## src/rtl/irq_entry_pkg.sv

```systemverilog
package irq_entry_pkg;
  typedef enum logic [1:0] {
    CAUSE_NONE = 2'd0,
    CAUSE_CRIT = 2'd1,
    CAUSE_MCHK = 2'd2,
    CAUSE_EXT  = 2'd3
  } cause_e;

  typedef enum logic {
    SEQ_IDLE  = 1'b0,
    SEQ_DRAIN = 1'b1
  } seq_e;

  // state register bit positions
  localparam int BIT_EE = 15;
  localparam int BIT_CE = 17;
  localparam int BIT_ME = 12;
  localparam int BIT_DE = 9;

  // configuration selector codes
  localparam int NUM_OFFS = 3;  // index 0 crit, 1 mchk, 2 ext
  localparam logic [2:0] OFF_SEL [NUM_OFFS] = '{3'd0, 3'd1, 3'd4};
  localparam logic [2:0] PREFIX_SEL = 3'd7;
endpackage

```

## src/rtl/irq_rst_sync.sv

```systemverilog
module irq_rst_sync (
  input  logic clk,
  input  logic rst_n_in,
  output logic rst_n_out
);
  logic [1:0] sync_q;

  always_ff @(posedge clk or negedge rst_n_in) begin
    if (!rst_n_in) sync_q <= 2'b00;
    else           sync_q <= {sync_q[0], 1'b1};
  end

  assign rst_n_out = sync_q[1];
endmodule

```

## src/rtl/irq_edge_latch.sv

```systemverilog
module irq_edge_latch (
  input  logic clk,
  input  logic rst_n,
  input  logic req,
  input  logic clr,
  output logic pend
);
  logic prev_q, prev_d;
  logic pend_q, pend_d;
  logic rise;

  always_comb begin
    rise   = req & ~prev_q;
    prev_d = req;
    pend_d = (pend_q & ~clr) | rise;
  end

  always_ff @(posedge clk or negedge rst_n) begin
    if (!rst_n) begin
      prev_q <= 1'b0;
      pend_q <= 1'b0;
    end else begin
      prev_q <= prev_d;
      pend_q <= pend_d;
    end
  end

  // an edge seen this cycle counts at once so it can win arbitration
  assign pend = pend_q | rise;
endmodule

```

## src/rtl/irq_prio_arb.sv

```systemverilog
module irq_prio_arb
  import irq_entry_pkg::*;
(
  input  logic   mchk_pend,
  input  logic   crit_req,
  input  logic   ext_req,
  input  logic   en_me,
  input  logic   en_ce,
  input  logic   en_ee,
  output cause_e winner
);
  always_comb begin
    if (mchk_pend && en_me)     winner = CAUSE_MCHK;
    else if (crit_req && en_ce) winner = CAUSE_CRIT;
    else if (ext_req && en_ee)  winner = CAUSE_EXT;
    else                        winner = CAUSE_NONE;
  end
endmodule

```

## src/rtl/irq_vec_regs.sv

```systemverilog
module irq_vec_regs
  import irq_entry_pkg::*;
#(
  parameter int PREFIX_W = 16,
  parameter int OFFS_W   = 12,
  parameter int ALIGN_W  = 4,
  localparam int AW      = PREFIX_W + OFFS_W + ALIGN_W,
  localparam int OREG_W  = OFFS_W + ALIGN_W,
  localparam int CFG_W   = (PREFIX_W > OREG_W) ? PREFIX_W : OREG_W
) (
  input  logic             clk,
  input  logic             rst_n,
  input  logic             cfg_wr_en,
  input  logic [2:0]       cfg_wr_sel,
  input  logic [CFG_W-1:0] cfg_wr_data,
  input  cause_e           sel_cause,
  output logic [AW-1:0]    vec
);
  logic [PREFIX_W-1:0] prefix_q, prefix_d;
  logic [OFFS_W-1:0]   offs_q [NUM_OFFS];
  logic [OFFS_W-1:0]   offs_d [NUM_OFFS];
  logic [OFFS_W-1:0]   offs_sel;
  logic                unused_low;

  assign unused_low = ^cfg_wr_data[ALIGN_W-1:0];

  always_comb begin
    prefix_d = prefix_q;
    if (cfg_wr_en && cfg_wr_sel == PREFIX_SEL) prefix_d = cfg_wr_data[PREFIX_W-1:0];
  end

  always_ff @(posedge clk or negedge rst_n) begin
    if (!rst_n) prefix_q <= '0;
    else        prefix_q <= prefix_d;
  end

  for (genvar g = 0; g < NUM_OFFS; g++) begin : g_off
    always_comb begin
      offs_d[g] = offs_q[g];
      if (cfg_wr_en && cfg_wr_sel == OFF_SEL[g])
        offs_d[g] = cfg_wr_data[OREG_W-1:ALIGN_W];
    end

    always_ff @(posedge clk or negedge rst_n) begin
      if (!rst_n) offs_q[g] <= '0;
      else        offs_q[g] <= offs_d[g];
    end
  end

  always_comb begin
    case (sel_cause)
      CAUSE_CRIT: offs_sel = offs_q[0];
      CAUSE_MCHK: offs_sel = offs_q[1];
      CAUSE_EXT:  offs_sel = offs_q[2];
      default:    offs_sel = '0;
    endcase
    vec = {prefix_q, offs_sel, {ALIGN_W{1'b0}}};
  end
endmodule

```

## src/rtl/irq_entry_unit.sv

```systemverilog
module irq_entry_unit
  import irq_entry_pkg::*;
#(
  parameter int PREFIX_W = 16,
  parameter int OFFS_W   = 12,
  parameter int ALIGN_W  = 4,
  parameter int ST_W     = 32,
  localparam int AW      = PREFIX_W + OFFS_W + ALIGN_W,
  localparam int OREG_W  = OFFS_W + ALIGN_W,
  localparam int CFG_W   = (PREFIX_W > OREG_W) ? PREFIX_W : OREG_W
) (
  input  logic             clk,
  input  logic             rst_n,
  input  logic             irq_mchk,
  input  logic             irq_crit,
  input  logic             irq_ext,
  input  logic [AW-1:0]    cur_pc,
  output logic             drain_req,
  input  logic             drain_done,
  output logic             redirect_valid,
  output logic [AW-1:0]    redirect_pc,
  input  logic             rfi,
  input  logic             st_wr_en,
  input  logic [ST_W-1:0]  st_wr_data,
  output logic [ST_W-1:0]  state_out,
  output logic [AW-1:0]    srr0_out,
  output logic [ST_W-1:0]  srr1_out,
  input  logic             cfg_wr_en,
  input  logic [2:0]       cfg_wr_sel,
  input  logic [CFG_W-1:0] cfg_wr_data
);
  localparam logic [ST_W-1:0] KEEP_MASK =
    (ST_W'(1) << BIT_CE) | (ST_W'(1) << BIT_ME) | (ST_W'(1) << BIT_DE);

  logic           rst_n_s;
  seq_e           seq_q, seq_d;
  cause_e         cause_q, cause_d, winner;
  logic [ST_W-1:0] st_q, st_d, srr1_q, srr1_d;
  logic [AW-1:0]  srr0_q, srr0_d, rpc_q, rpc_d, vec;
  logic           rv_q, rv_d;
  logic           mchk_pend, commit, still_req;

  irq_rst_sync u_rst (.clk(clk), .rst_n_in(rst_n), .rst_n_out(rst_n_s));

  irq_edge_latch u_mchk (
    .clk(clk), .rst_n(rst_n_s), .req(irq_mchk),
    .clr(commit && cause_q == CAUSE_MCHK), .pend(mchk_pend)
  );

  irq_prio_arb u_arb (
    .mchk_pend(mchk_pend), .crit_req(irq_crit), .ext_req(irq_ext),
    .en_me(st_q[BIT_ME]), .en_ce(st_q[BIT_CE]), .en_ee(st_q[BIT_EE]),
    .winner(winner)
  );

  irq_vec_regs #(.PREFIX_W(PREFIX_W), .OFFS_W(OFFS_W), .ALIGN_W(ALIGN_W)) u_vec (
    .clk(clk), .rst_n(rst_n_s), .cfg_wr_en(cfg_wr_en), .cfg_wr_sel(cfg_wr_sel),
    .cfg_wr_data(cfg_wr_data), .sel_cause(cause_q), .vec(vec)
  );

  always_comb begin
    case (cause_q)
      CAUSE_CRIT: still_req = irq_crit;
      CAUSE_EXT:  still_req = irq_ext;
      CAUSE_MCHK: still_req = mchk_pend;
      default:    still_req = 1'b0;
    endcase
  end

  always_comb begin
    seq_d   = seq_q;
    cause_d = cause_q;
    st_d    = st_q;
    srr0_d  = srr0_q;
    srr1_d  = srr1_q;
    rpc_d   = rpc_q;
    rv_d    = 1'b0;
    commit  = 1'b0;
    case (seq_q)
      SEQ_IDLE: begin
        if (rfi) begin
          st_d  = srr1_q;
          rpc_d = srr0_q;
          rv_d  = 1'b1;
        end else if (st_wr_en) begin
          st_d = st_wr_data;
        end else if (winner != CAUSE_NONE) begin
          seq_d   = SEQ_DRAIN;
          cause_d = winner;
        end
      end
      SEQ_DRAIN: begin
        if (drain_done) begin
          seq_d = SEQ_IDLE;
          if (still_req) begin
            commit = 1'b1;
            srr0_d = cur_pc;
            srr1_d = st_q;
            st_d   = st_q & KEEP_MASK;
            rpc_d  = vec;
            rv_d   = 1'b1;
          end
        end
      end
      default: seq_d = SEQ_IDLE;
    endcase
  end

  always_ff @(posedge clk or negedge rst_n_s) begin
    if (!rst_n_s) begin
      seq_q   <= SEQ_IDLE;
      cause_q <= CAUSE_NONE;
      st_q    <= '0;
      srr0_q  <= '0;
      srr1_q  <= '0;
      rpc_q   <= '0;
      rv_q    <= 1'b0;
    end else begin
      seq_q   <= seq_d;
      cause_q <= cause_d;
      st_q    <= st_d;
      srr0_q  <= srr0_d;
      srr1_q  <= srr1_d;
      rpc_q   <= rpc_d;
      rv_q    <= rv_d;
    end
  end

  assign drain_req      = (seq_q == SEQ_DRAIN);
  assign redirect_valid = rv_q;
  assign redirect_pc    = rpc_q;
  assign state_out      = st_q;
  assign srr0_out       = srr0_q;
  assign srr1_out       = srr1_q;
endmodule

```

## config.mk

```make
export PLATFORM = sky130hd
export DESIGN_NAME = irq_entry_unit
export DESIGN_NICKNAME = d
export VERILOG_FILES = /design/src/rtl/irq_entry_pkg.sv /design/src/rtl/irq_rst_sync.sv /design/src/rtl/irq_edge_latch.sv /design/src/rtl/irq_prio_arb.sv /design/src/rtl/irq_vec_regs.sv /design/src/rtl/irq_entry_unit.sv
export SDC_FILE = /design/constraint.sdc
export NUM_CORES = 1
export LEC_CHECK = 0
export ABC_AREA = 1
export BUFFER_PORTS_ARGS = -buffer_cell sky130_fd_sc_hd__buf_4
export CAP_MARGIN = 20
export CORE_MARGIN = 2
export CORE_UTILIZATION = 40
export CTS_CLUSTER_DIAMETER = 60
export DETAILED_ROUTE_END_ITERATION = 7
export PLACE_DENSITY = 0.63
export SLEW_MARGIN = 20
export SYNTH_ARGS = -nofsm -noshare
export SYNTH_HDL_FRONTEND = slang
export SYNTH_SLANG_ARGS = --single-unit
```

## constraint.sdc

```tcl
create_clock -name clk -period 12.5 [get_ports clk]
set_clock_uncertainty 0.2 [all_clocks]
set_input_delay 1.25 -clock clk [delete_from_list [all_inputs] [get_ports clk]]
set_output_delay 1.25 -clock clk [all_outputs]
set_load 0.01 [all_outputs]
```

* Yosys cells after proc, flatten, opt, wreduce, memory -nomap -nowiden
Cells that the tools add are included.
Storage, ports and cells: output and inout bits 130, input port bits 92, flip-flop bits (word level) 188, logic and storage cells 73
Cells by class: multiplexer cells 24, bitwise operators 9, eq/ne operators 10, reduce and logical (&&, ||, !) cells 15
Operator list (count):
- $mux 32 | 7
- $pmux 32 s2 | 2
- $pmux 12 s3 | 1
- $reduce_and 3->1 | 3
- $logic_and 1x1->1 | 8
- $mux 1 | 8
- $eq 3x3->1 const B | 2
- $mux 2 | 3
- $not 1->1 | 5
- $eq 2x2->1 const B | 2
- $ne 2x2->1 const B | 2
- $pmux 1 s2 | 2
- $reduce_and 4->1 | 1
- $eq 3x1->1 const B | 1
- $logic_not 3->1 | 1
- $ne 3x3->1 const B | 1
- $pmux 1 s3 | 1
- $and 1x1->1 | 2
- $eq 2x1->1 const B | 1
- $ne 2x1->1 const B | 1
- $or 1x1->1 | 2
- $reduce_and 2->1 | 1
- $reduce_bool 2->1 | 1

* Longest topological paths before layout
Gate-level depths: netlist of the first run.
depth after elaboration 11, gate-level depth with buffers 11, gate-level depth less buffers 9

* Modules after synthesis
A second synthesis of the first run with hierarchy kept.
Unflattened totals: cell total of the unflattened synthesis 1079, area total of the unflattened synthesis 8575.7 µm²
Modules (own cells, without submodules):
- irq_entry_unit | sequential area each 3303.2 µm², area an instance 6010.8 µm², cells an instance 779, times used 1
- irq_vec_regs | sequential area each 1301.2 µm², area an instance 2399.8 µm², cells an instance 281, times used 1
- irq_edge_latch | sequential area each 50.0 µm², area an instance 78.8 µm², cells an instance 9, times used 1
- irq_rst_sync | sequential area each 50.0 µm², area an instance 53.8 µm², cells an instance 3, times used 1
- irq_prio_arb | sequential area each 0.0 µm², area an instance 32.5 µm², cells an instance 7, times used 1

* Worst setup path before layout of the first run
OpenSTA, ideal clock, no wires.
path type in2reg, start input port rfi, end register st_q[21], in the netlist state_out[21], required time 12.183 ns, stages on the path 7, arrival time 2.102 ns, path slack 10.082 ns, path buffers 2, setup time 0.117 ns, cell sequence nor2_1 nor2_1 inv_1 buf_2 buf_2 nand3_1 nand2_1
On the way: word-level cells in the longest chain between the ends 2
Ends and longest elaborated chain:
- start: declaration | line irq_entry_unit.sv:22 | input logic rfi,
- $ne 3x3->1 (no line) or $mux 32 (tied branches)
- $reduce_and 3->1 (no line) or $pmux 32 s2 (tied branches)
- end signal: assignment | line irq_entry_unit.sv:121 | st_q <= st_d;
- end: declaration | line irq_entry_unit.sv:38 | logic [ST_W-1:0] st_q, st_d, srr1_q, srr1_d;
Parallel ways exist; a longest one is shown, timed or not. A chain may end at the register's enable or synchronous reset.

* Worst setup path after layout of the first run
start register cause_q[1], end register rpc_q[5], in the netlist redirect_pc[5]
On the way: word-level cells in the longest chain between the ends 5
Ends and longest elaborated chain:
- start: declaration | line irq_entry_unit.sv:37 | cause_e cause_q, cause_d, winner;
- start signal: assignment | line irq_entry_unit.sv:120 | cause_q <= cause_d;
- $eq 2x2->1 or $eq 2x1->1 (tied branches) | line irq_vec_regs.sv:51, irq_entry_unit.sv:62
- $pmux 12 s3 | line irq_vec_regs.sv:51 | case (sel_cause)
- $mux 32 | line irq_entry_unit.sv:95 | if (still_req) begin
- $mux 32 | line irq_entry_unit.sv:93 | if (drain_done) begin
- $pmux 32 s2 | line irq_entry_unit.sv:79 | case (seq_q)
- end signal: assignment | line irq_entry_unit.sv:124 | rpc_q <= rpc_d;
- end: declaration | line irq_entry_unit.sv:39 | logic [AW-1:0] srr0_q, srr0_d, rpc_q, rpc_d, vec;
Parallel ways exist; a longest one is shown, timed or not. The select of a mux whose other input is x is not followed.

==> results of run 1 <==
path summary, 6_finish.rpt:
kind                            startpoint         endpoint  slack, ps  depth (start not counted)
setup / recovery                cause_q[1]   redirect_pc[5]       8570                          9
hold / removal             u_rst.sync_q[1]     srr0_out[21]        100                          0
setup reg to reg                cause_q[1]   redirect_pc[5]       8570                          9
hold reg to reg            u_rst.sync_q[1]     srr0_out[21]        100                          0
max in group asynchronous  u_rst.sync_q[1]   redirect_pc[5]      10690                          1
min in group clk           u_rst.sync_q[0]  u_rst.sync_q[1]        160                          0
sequential cells by signal, indices dropped and copies added (netlist names), 2 cells and up:
name	count
state_out	32
redirect_pc	32
u_vec.prefix_q	16
srr0_out	32
u_rst.sync_q	2
u_vec.offs_q	36
srr1_out	32
cause_q	2
metal layers:
layer	routed length [um]	GRT usage, %	share of wire (%)
met3	1390	3.59	5.7
met1	11300	31.9	46
met5	0	0	0
met2	11600	34.7	47
met4	321	6.24	1.3
final cells by class:
class | count | area [sq um] | area share (%)
flip-flops and latches | 188 | 4710 | 44.0
multi-input cells | 736 | 3120 | 29.2
repair buffers | 230 | 1750 | 16.4
clock buffers | 19 | 443 | 4.14
well taps | 270 | 338 | 3.16
clock inverters | 13 | 183 | 1.71
inverters | 40 | 150 | 1.40
kinds of logic (layout without fill, tap and decap cells):
group / Yosys count / after routing
AO/OA/AOI/OAI: 101 / 101
other: 1 / 1
buffers and inverters: 112 / 302
flip-flops: 188 / 188
AND/OR/NAND/NOR: 634 / 634
metrics by stage:
step | cells | util (%) | power, uW
after global routing | 1496 | 52.7 | 2780
after floorplan | 1036 | - | 1550
after detailed placement | 1463 | 49.4 | 2040
after CTS | 1495 | 52.5 | 2630
final | 1496 | 52.7 | 2620
after global placement | 1463 | 49.4 | 2030
cell usage in the layout (no fill, tap or decap):
| cell | netlist | routed |
|---|---|---|
| bufinv_16 | 0 | 3 |
| conb_1 | 1 | 1 |
| a21boi_0 | 1 | 1 |
| a31oi_1 | 3 | 3 |
| o21ai_0 | 94 | 94 |
| nand2_4 | 1 | 1 |
| nand3b_1 | 1 | 1 |
| nand3_1 | 159 | 159 |
| nor2_2 | 1 | 1 |
| clkbuf_8 | 0 | 1 |
| nor2_1 | 71 | 70 |
| clkbuf_16 | 0 | 17 |
| buf_6 | 2 | 1 |
| inv_8 | 0 | 3 |
| dfrtp_4 | 0 | 1 |
| buf_4 | 6 | 228 |
| inv_6 | 0 | 2 |
| nor2_4 | 0 | 1 |
| clkinv_4 | 0 | 3 |
| a21oi_1 | 3 | 3 |
| dfrtp_1 | 188 | 187 |
| inv_2 | 2 | 5 |
| nand2_2 | 1 | 2 |
| clkinvlp_4 | 0 | 2 |
| inv_1 | 38 | 35 |
| clkbuf_1 | 37 | 1 |
| nand2_1 | 400 | 399 |
| buf_16 | 0 | 1 |
worst register-to-register path, delay by kind of cell (launching register included):
family	cells	cell delay, ps
buf+inv	2	740
flops	1	720
simple gates	7	2200
power groups by stage:
| stage | Clock, uW | Sequential [uW] | Combinational (uW) |
|---|---|---|---|
| after floorplan | 0 | 1090 | 469 |
| after global placement | 0 | 1050 | 983 |
| after detailed placement | 0 | 1050 | 998 |
| after CTS | 588 | 1040 | 1000 |
| after global routing | 611 | 1070 | 1100 |
| final | 578 | 1040 | 999 |
==> results.json, run 1 <==
{
  "outcome": "finished, final reports clean",
  "synth_nets": 1128,
  "die_h_um": 148,
  "hold_viol": 0,
  "timing.fmax_mhz": 255,
  "htreeDepth": 4,
  "ir_drop_mv": 0.109,
  "grt_pass1_vias": 6851,
  "leakage_uw": 0.00578,
  "synth_fa_ha_area_share_pct": 0,
  "synthMostInstantiatedCell": "nand2_1",
  "post_cts_buffers": 0,
  "cts_root_buffer": "clkbuf_16",
  "ys.flop_type": "dfrtp_1",
  "initial_core_util_pct": 40.9,
  "tightest_slew_ps": 1080,
  "yosysWarnings": 0,
  "cts_num_sinks": 188,
  "hold_class": "reg2async",
  "cp_num_buf_inv": 2,
  "area_delta_synth_final_pct": 28.7,
  "nNetsFinal": 1305,
  "cts.repair.resized": 0,
  "p_comb_share_pct": 38.2,
  "crit_chain": "inv_2, nor2_2, nand2_1, nand2_2, buf_4, nand2_4, nand2_1, nand2_1, nand2_1",
  "synth_common_cells": "nand2_1, dfrtp_1, nand3_1",
  "maxCapViolCount": 0,
  "drive_gt1_share_pct": 22.2,
  "rsz0062_at_grt": "no",
  "fin_setup_tns_ps": 0,
  "worst_slack_ps": 8570,
  "synth_top_family_by_area": "simple AND/OR/NAND/NOR gates",
  "grt_use_total_pct": 22.1,
  "ys_ff_latch": 188,
  "grt_first_pass_wirelength_um": 38100,
  "first_iter_violations": 471,
  "fp.coreArea_sq_mm": 0.0203,
  "first_pass_iters": 5,
  "clockBufferDepth": 2,
  "cp.arrival_ps": 4100,
  "dp_slack_ps": 8190,
  "postPlaceCellArea_sq_mm": 0.0100,
  "cts_buffers": 17,
  "hold-worst-slack_ps": 98.5,
  "yosysUniqueCellTypes": 19,
  "hold_buffers": 0,
  "vias": 7514,
  "diodes": 0,
  "dp_hpwl_um": 16100,
  "postRouteAntennaNets": 0,
  "crit_path_max_incr_delay_ps": 990,
  "cp_slowest_cell": "nand2_1",
  "synth_top_cell_by_area": "dfrtp_1",
  "crit_path_end_kind": "register",
  "period_share_pct": 31.4,
  "path_delay_family": "simple AND/OR/NAND/NOR gates",
  "synth_edf_count": 0,
  "clkLatencyLatePin_ps": 440,
  "crit_top_cell": "nand2_1",
  "synth_compound_area_share_pct": 6.16,
  "cp.required_ps": 12670,
  "synth-xor-area-share_pct": 0,
  "die_area_sq_mm": 0.0219,
  "clockPowerShare_pct": 22.1,
  "cts_tree": "done",
  "synth_area_sq_mm": 0.00831,
  "clk_pin_slew_ps": 70,
  "finalSetupViolations": 0,
  "avgRoutedWirePerCell_um": 16.4,
  "yosys.area_share.simple_pct": 31.2,
  "ys_seq_area_share_pct": 56.6,
  "path_max_fanout": 66,
  "avgSynthCellArea_sq_um": 8.02,
  "drcViolationCount": 0,
  "fillCellCount": 1967,
  "antenna_found_initial": 0,
  "portBuffers": 221,
  "ios": 222,
  "fin_area_sq_mm": 0.0107,
  "num_rows": 52,
  "synth_top_cell_area_share_pct": 56.6,
  "critPathKind": "reg2reg",
  "cp-start-kind": "register",
  "wl_um": 24600,
  "synthTopCellsByArea": "dfrtp_1, nand2_1, nand3_1, o21ai_0, nor2_1",
  "gp_congestion": 0.812,
  "overflow": 0,
  "period_needed_ps": 3930,
  "seqPwrFrac_pct": 39.8,
  "p_sw_uw": 1030,
  "syn_inst": 1036,
  "grt_max_degree": 81,
  "report.final.slew_viol_count": 0,
  "synth-async-reset-ratio_pct": 100,
  "relSlewSlack_pct": 28.0,
  "swShare_pct": 39.2,
  "p_int_uw": 1590,
  "die_w_um": 148,
  "synth_mux_area_share_pct": 0,
  "powerDensity_mw_per_mm2": 245,
  "viasPerCell": 5.02
}
(Power assumes the default switching activity.)
==> run 2: changes to the inputs <==
--- a/config.mk
+++ b/config.mk
@@ -12,7 +12,7 @@
 export CORE_UTILIZATION = 40
 export CTS_CLUSTER_DIAMETER = 60
 export DETAILED_ROUTE_END_ITERATION = 7
-export PLACE_DENSITY = 0.63
+export PLACE_DENSITY = 0.66
 export SLEW_MARGIN = 20
 export SYNTH_ARGS = -nofsm -noshare
 export SYNTH_HDL_FRONTEND = slang
==> constraint.sdc (replaced) <==
create_clock -name clk -period 3.5 [get_ports clk]
set_clock_uncertainty 0.2 [all_clocks]
set_input_delay 0.35 -clock clk [delete_from_list [all_inputs] [get_ports clk]]
set_output_delay 0.35 -clock clk [all_outputs]
set_load 0.01 [all_outputs]
==> results.json, run 2 (synthesis results as in run 1) <==
{
  "die_w_um": 148,
  "initial_core_util_pct": 40.9,
  "reg2reg_to": "redirect_pc[17]",
  "finalSetupViolations": 0,
  "rsz0062_at_grt": "no",
  "cp_slowest_cell": "dfrtp_1",
  "nNetsFinal": 1362,
  "powerDensity_mw_per_mm2": 825,
  "clkLatencyLatePin_ps": 430,
  "cp-start-kind": "register",
  "cp.arrival_ps": 2630,
  "die_area_sq_mm": 0.0219,
  "dp_hpwl_um": 16200,
  "post_cts_buffers": 0,
  "crit_start": "cause_q[1]",
  "crit_path_end_kind": "register",
  "crit_top_cell": "nand2_1",
  "cts_root_buffer": "clkbuf_16",
  "diodes": 0,
  "grt_first_pass_wirelength_um": 39700,
  "crit_chain": "inv_2, nor2_2, nand2_1, nand2_2, nand2_4, nand2_1, buf_4, nand2_1, nand2_1",
  "num_rows": 52,
  "tightest_slew_ps": 851,
  "portBuffers": 221,
  "gp_congestion": 0.805,
  "period_share_pct": 70.2,
  "swShare_pct": 39.3,
  "seqPwrFrac_pct": 40.4,
  "report.final.slew_viol_count": 0,
  "path_max_fanout": 20,
  "ir_drop_mv": 0.435,
  "p_int_uw": 5610,
  "grt_max_degree": 79,
  "cts_buffers": 17,
  "drcViolationCount": 0,
  "wl_um": 25000,
  "fillCellCount": 1862,
  "rr_worst_depth": 9,
  "maxCapViolCount": 0,
  "largest_reg_flops": 36,
  "crit_path_max_incr_delay_ps": 650,
  "avgRoutedWirePerCell_um": 16.1,
  "first_pass_iters": 5,
  "timing.fmax_mhz": 407,
  "hold_viol": 0,
  "worst_slack_ps": 1040,
  "clockPowerShare_pct": 20.7,
  "critPathKind": "reg2reg",
  "final_common_cell": "nand2_1",
  "critPathCapture": "redirect_pc[17]",
  "cts_num_sinks": 188,
  "fp.coreArea_sq_mm": 0.0203,
  "fin_setup_tns_ps": 0,
  "layout_common_cells": "nand2_1, buf_4, dfrtp_1",
  "p_comb_share_pct": 38.9,
  "dp_slack_ps": 1080,
  "cts_tree": "done",
  "die_h_um": 148,
  "worstReg2RegStart": "cause_q[1]",
  "antenna_found_initial": 0,
  "ios": 222,
  "top_register": "u_vec.offs_q",
  "vias": 7699,
  "hold_class": "in2reg",
  "drive_gt1_share_pct": 21.5,
  "period_needed_ps": 2460,
  "area_delta_synth_final_pct": 34.7,
  "grt_use_total_pct": 22.8,
  "relSlewSlack_pct": 43.1,
  "grt_pass1_vias": 7407,
  "outcome": "finished, final reports clean",
  "clockBufferDepth": 2,
  "p_sw_uw": 3630,
  "cp.required_ps": 3670,
  "viasPerCell": 4.96,
  "htreeDepth": 4,
  "postRouteAntennaNets": 0,
  "regToRegSetupSlack_ps": 1040,
  "clk_pin_slew_ps": 70,
  "first_iter_violations": 516,
  "cts.repair.resized": 0,
  "leakage_uw": 0.00600,
  "overflow": 0
}
## run 2: changes by cell type in the layout (fill, tap and decap cells not counted), sizes merged
cell and change:
dlygate4sd3 +51, buf +6, bufinv -2, clkbuf +2, clkinv -1, clkinvlp +1
## run 2: cell type report
| class | count | area (sq um) | share of cell area (%) |
|---|---|---|---|
| Sequential cell | 188 | 4710 | 42.1 |
| Inverter | 40 | 150 | 1.34 |
| Multi-Input combinational cell | 736 | 3110 | 27.8 |
| Timing Repair Buffer | 287 | 2310 | 20.6 |
| Clock buffer | 21 | 470 | 4.20 |
| Clock inverter | 11 | 106 | 0.950 |
| Tap cell | 270 | 338 | 3.02 |
## run 2: worst min-delay path by stage
| stage | startpoint | endpoint | slack [ps] | cells after the start |
|---|---|---|---|---|
| after detailed placement | rst_n | u_rst.sync_q[0] | -60 | 1 |
| after global placement | rst_n | u_rst.sync_q[0] | -60 | 1 |
| after floorplan | rst_n | u_rst.sync_q[0] | -150 | 0 |
| after global routing | rst_n | u_rst.sync_q[0] | 30 | 2 |
| after CTS | rst_n | u_rst.sync_q[0] | 20 | 2 |
| final | cfg_wr_data[5] | u_vec.prefix_q[5] | 30 | 3 |
## run 2: worst max-delay path, delay by kind of cell (launching register included)
family	cells	cell delay [ps]
buffers and inverters	2	430
AND/OR/NAND/NOR	7	1110
flip-flops	1	650
## run 2: power by group through the flow
stage	clock (uW)	combinational, uW	sequential (uW)
after global routing	2040	3970	3840
after floorplan	0	1680	3880
final	1910	3590	3730
after detailed placement	0	3570	3750
after global placement	0	3500	3760
after CTS	1950	3620	3730
## run 2: repair_timing
item / in CTS / in global routing
hold endpoints to repair: 52 / 0
setup endpoints to repair: 0 / 0
hold buffers: 51 / 0
## run 2: metrics by stage
| stage | hold WS, ps | power (uW) | util, % | instance area (sq um) | instances |
|---|---|---|---|---|---|
| floorplan | -146 | 5550 | - | 8310 | 1036 |
| global placement | -59.5 | 7250 | 49.8 | 10100 | 1470 |
| detailed placement | -63.4 | 7320 | 49.8 | 10100 | 1470 |
| CTS | 19.6 | 9300 | 55.1 | 11200 | 1553 |
| global route | 32.2 | 9850 | 55.1 | 11200 | 1553 |
| finish | 26.5 | 9240 | 55.1 | 11200 | 1553 |
## run 2: layer usage
metal  track usage, %  wire (um)  vias to the layer above  part of all wire [%]
li1                 -          -                     3767                     -
met4             6.71        484                        0                   1.9
met3             4.51       1430                       34                   5.7
met2             37.1      12000                      262                    48
met1             31.1      11100                     3636                    45
met5                0          0                        -                     0
==> run 3: changes to the inputs <==
--- a/config.mk
+++ b/config.mk
@@ -12,7 +12,7 @@
 export CORE_UTILIZATION = 40
 export CTS_CLUSTER_DIAMETER = 60
 export DETAILED_ROUTE_END_ITERATION = 7
-export PLACE_DENSITY = 0.66
+export PLACE_DENSITY = 0.63
 export SLEW_MARGIN = 20
 export SYNTH_ARGS = -nofsm -noshare
 export SYNTH_HDL_FRONTEND = slang
==> constraint.sdc (replaced) <==
create_clock -name clk -period 2.33 [get_ports clk]
set_clock_uncertainty 0.2 [all_clocks]
set_input_delay 0.233 -clock clk [delete_from_list [all_inputs] [get_ports clk]]
set_output_delay 0.233 -clock clk [all_outputs]
set_load 0.01 [all_outputs]
==> results.json, run 3 (synthesis results as in run 1) <==
{
  "outcome": "finished, final reports clean",
  "min_from": "st_wr_data[30]",
  "crit_top_cell": "dlygate4sd3_1",
  "clockBufferDepth": 2,
  "path_max_fanout": 23,
  "powerDensity_mw_per_mm2": 1220,
  "cp.required_ps": 2430,
  "dp_slack_ps": 483,
  "rsz0062_at_grt": "no",
  "dp_hpwl_um": 16400,
  "leakage_uw": 0.00626,
  "first_pass_iters": 7,
  "diodes": 0,
  "area_delta_synth_final_pct": 41.9,
  "crit_path_end_kind": "register",
  "grt_use_total_pct": 23.1,
  "met3_usage_pct": 4.23,
  "die_area_sq_mm": 0.0219,
  "fin_setup_tns_ps": 0,
  "cp.arrival_ps": 2350,
  "critPathKind": "in2reg",
  "drcViolationCount": 0,
  "overflow": 0,
  "whs_path_depth": 5,
  "antenna_found_initial": 0,
  "reg2reg_to": "state_out[2]",
  "wl_um": 25300,
  "cp_num_buf_inv": 6,
  "cts_root_buffer": "clkbuf_16",
  "tightest_slew_ps": 729,
  "final_common_cell": "nand2_1",
  "timing.fmax_mhz": 446,
  "crit_chain": "dlygate4sd3_1, buf_4, buf_8, clkinvlp_4, buf_6, nand2_1, a31oi_1, dlygate4sd3_1",
  "cts_num_sinks": 188,
  "finalSetupViolations": 0,
  "num_rows": 52,
  "cp_slowest_cell": "dlygate4sd3_1",
  "worst_slack_ps": 87.1,
  "crit_path_max_incr_delay_ps": 570,
  "period_needed_ps": 2240,
  "post_cts_buffers": 0,
  "regArea_sq_mm": 0.00471,
  "hold_class": "in2reg",
  "cts_tree": "done",
  "portBuffers": 221,
  "hold_viol": 0,
  "relSlewSlack_pct": 51.3,
  "final_util_pct": 58.0,
  "min_to": "state_out[30]",
  "regToRegSetupSlack_ps": 450,
  "rr_worst_depth": 8,
  "grt_pass1_vias": 7743,
  "worstReg2RegStart": "cause_q[0]",
  "avgRoutedWirePerCell_um": 15.8,
  "viasPerCell": 4.94,
  "clkLatencyLatePin_ps": 430,
  "drive_gt1_share_pct": 21.6,
  "fp.coreArea_sq_mm": 0.0203,
  "cts_buffers": 17,
  "hold-worst-slack_ps": 31.5,
  "postRouteAntennaNets": 0,
  "p_total_uw": 14400,
  "grt_max_degree": 80,
  "met2_usage_pct": 37.9,
  "multiInputGateArea_sq_mm": 0.00311,
  "fillCellCount": 1836,
  "cp-start-kind": "primary input",
  "ios": 222,
  "grt_first_pass_wirelength_um": 40400,
  "maxCapViolCount": 0,
  "path_delay_family": "buffers and inverters",
  "gp_congestion": 0.807,
  "period_share_pct": 96.3,
  "die_w_um": 148,
  "report.final.slew_viol_count": 0,
  "largest_reg_flops": 36,
  "grtUsageMet1_pct": 30.9,
  "htreeDepth": 4,
  "initial_core_util_pct": 40.9,
  "ir_drop_mv": 0.713,
  "nNetsFinal": 1413,
  "die_h_um": 148,
  "vias": 7920,
  "layout_common_cells": "nand2_1, buf_4, dfrtp_1",
  "first_iter_violations": 440,
  "top_register": "u_vec.offs_q",
  "gr-max-usage-layer": "met2",
  "clk_pin_slew_ps": 60
}
-- run 3: how the worst max path moves through the flow --
stage	endpoint	depth (start not counted)	from	slack, ps
5_1_grt	state_out[17]	8	rfi	10
6_report	state_out[17]	8	rfi	90
3_5_place_dp	state_out[18]	10	rfi	480
4_1_cts	state_out[9]	8	rfi	20
2_1_floorplan	cause_q[0]	0	u_rst.sync_q[1]	200
3_3_place_gp	state_out[1]	10	rfi	500
-- run 3: repair_timing --
| action | CTS | global route |
|---|---|---|
| hold buffers | 89 | 0 |
| endpoints found under the hold margin | 126 | 0 |
| setup endpoints to repair | 0 | 3 |
| gates resized for setup | 0 | 4 |
-- run 3: layer usage --
layer  up-vias  part of all wire, %
met5         -                    0
met4         0                  2.9
met3        51                  4.7
met2       261                   48
met1      3732                   44
li1       3876                    -
-- run 3: worst min-delay path, cell delays in order --
cell     delay (ps)
buf_4            80
o21ai_0          80
nor2_1          100
nand2_1          70
nand2_1          50
-- run 3: report_power, final --
part	leakage, uW	internal, uW	switching, uW
Combinational	0.00359	2550	3200
Sequential	0.00236	4500	1010
Clock	0.000308	1890	1230
Total	0.00626	8940	5440
-- run 3: cell type report --
class	instances	share of cell area (%)
clock inverters	9	1.35
well taps	270	2.87
repair buffers	338	24.0
inverters	40	1.31
clock buffers	23	4.06
flip-flops and latches	188	40.0
multi-input cells	736	26.4
-- run 3: metrics by stage --
| step | area (sq um) | cells |
|---|---|---|
| 3_5_place_dp | 10200 | 1483 |
| 2_1_floorplan | 8310 | 1036 |
| 6_report | 11800 | 1604 |
| 5_1_grt | 11800 | 1604 |
| 3_3_place_gp | 10200 | 1483 |
| 4_1_cts | 11800 | 1604 |
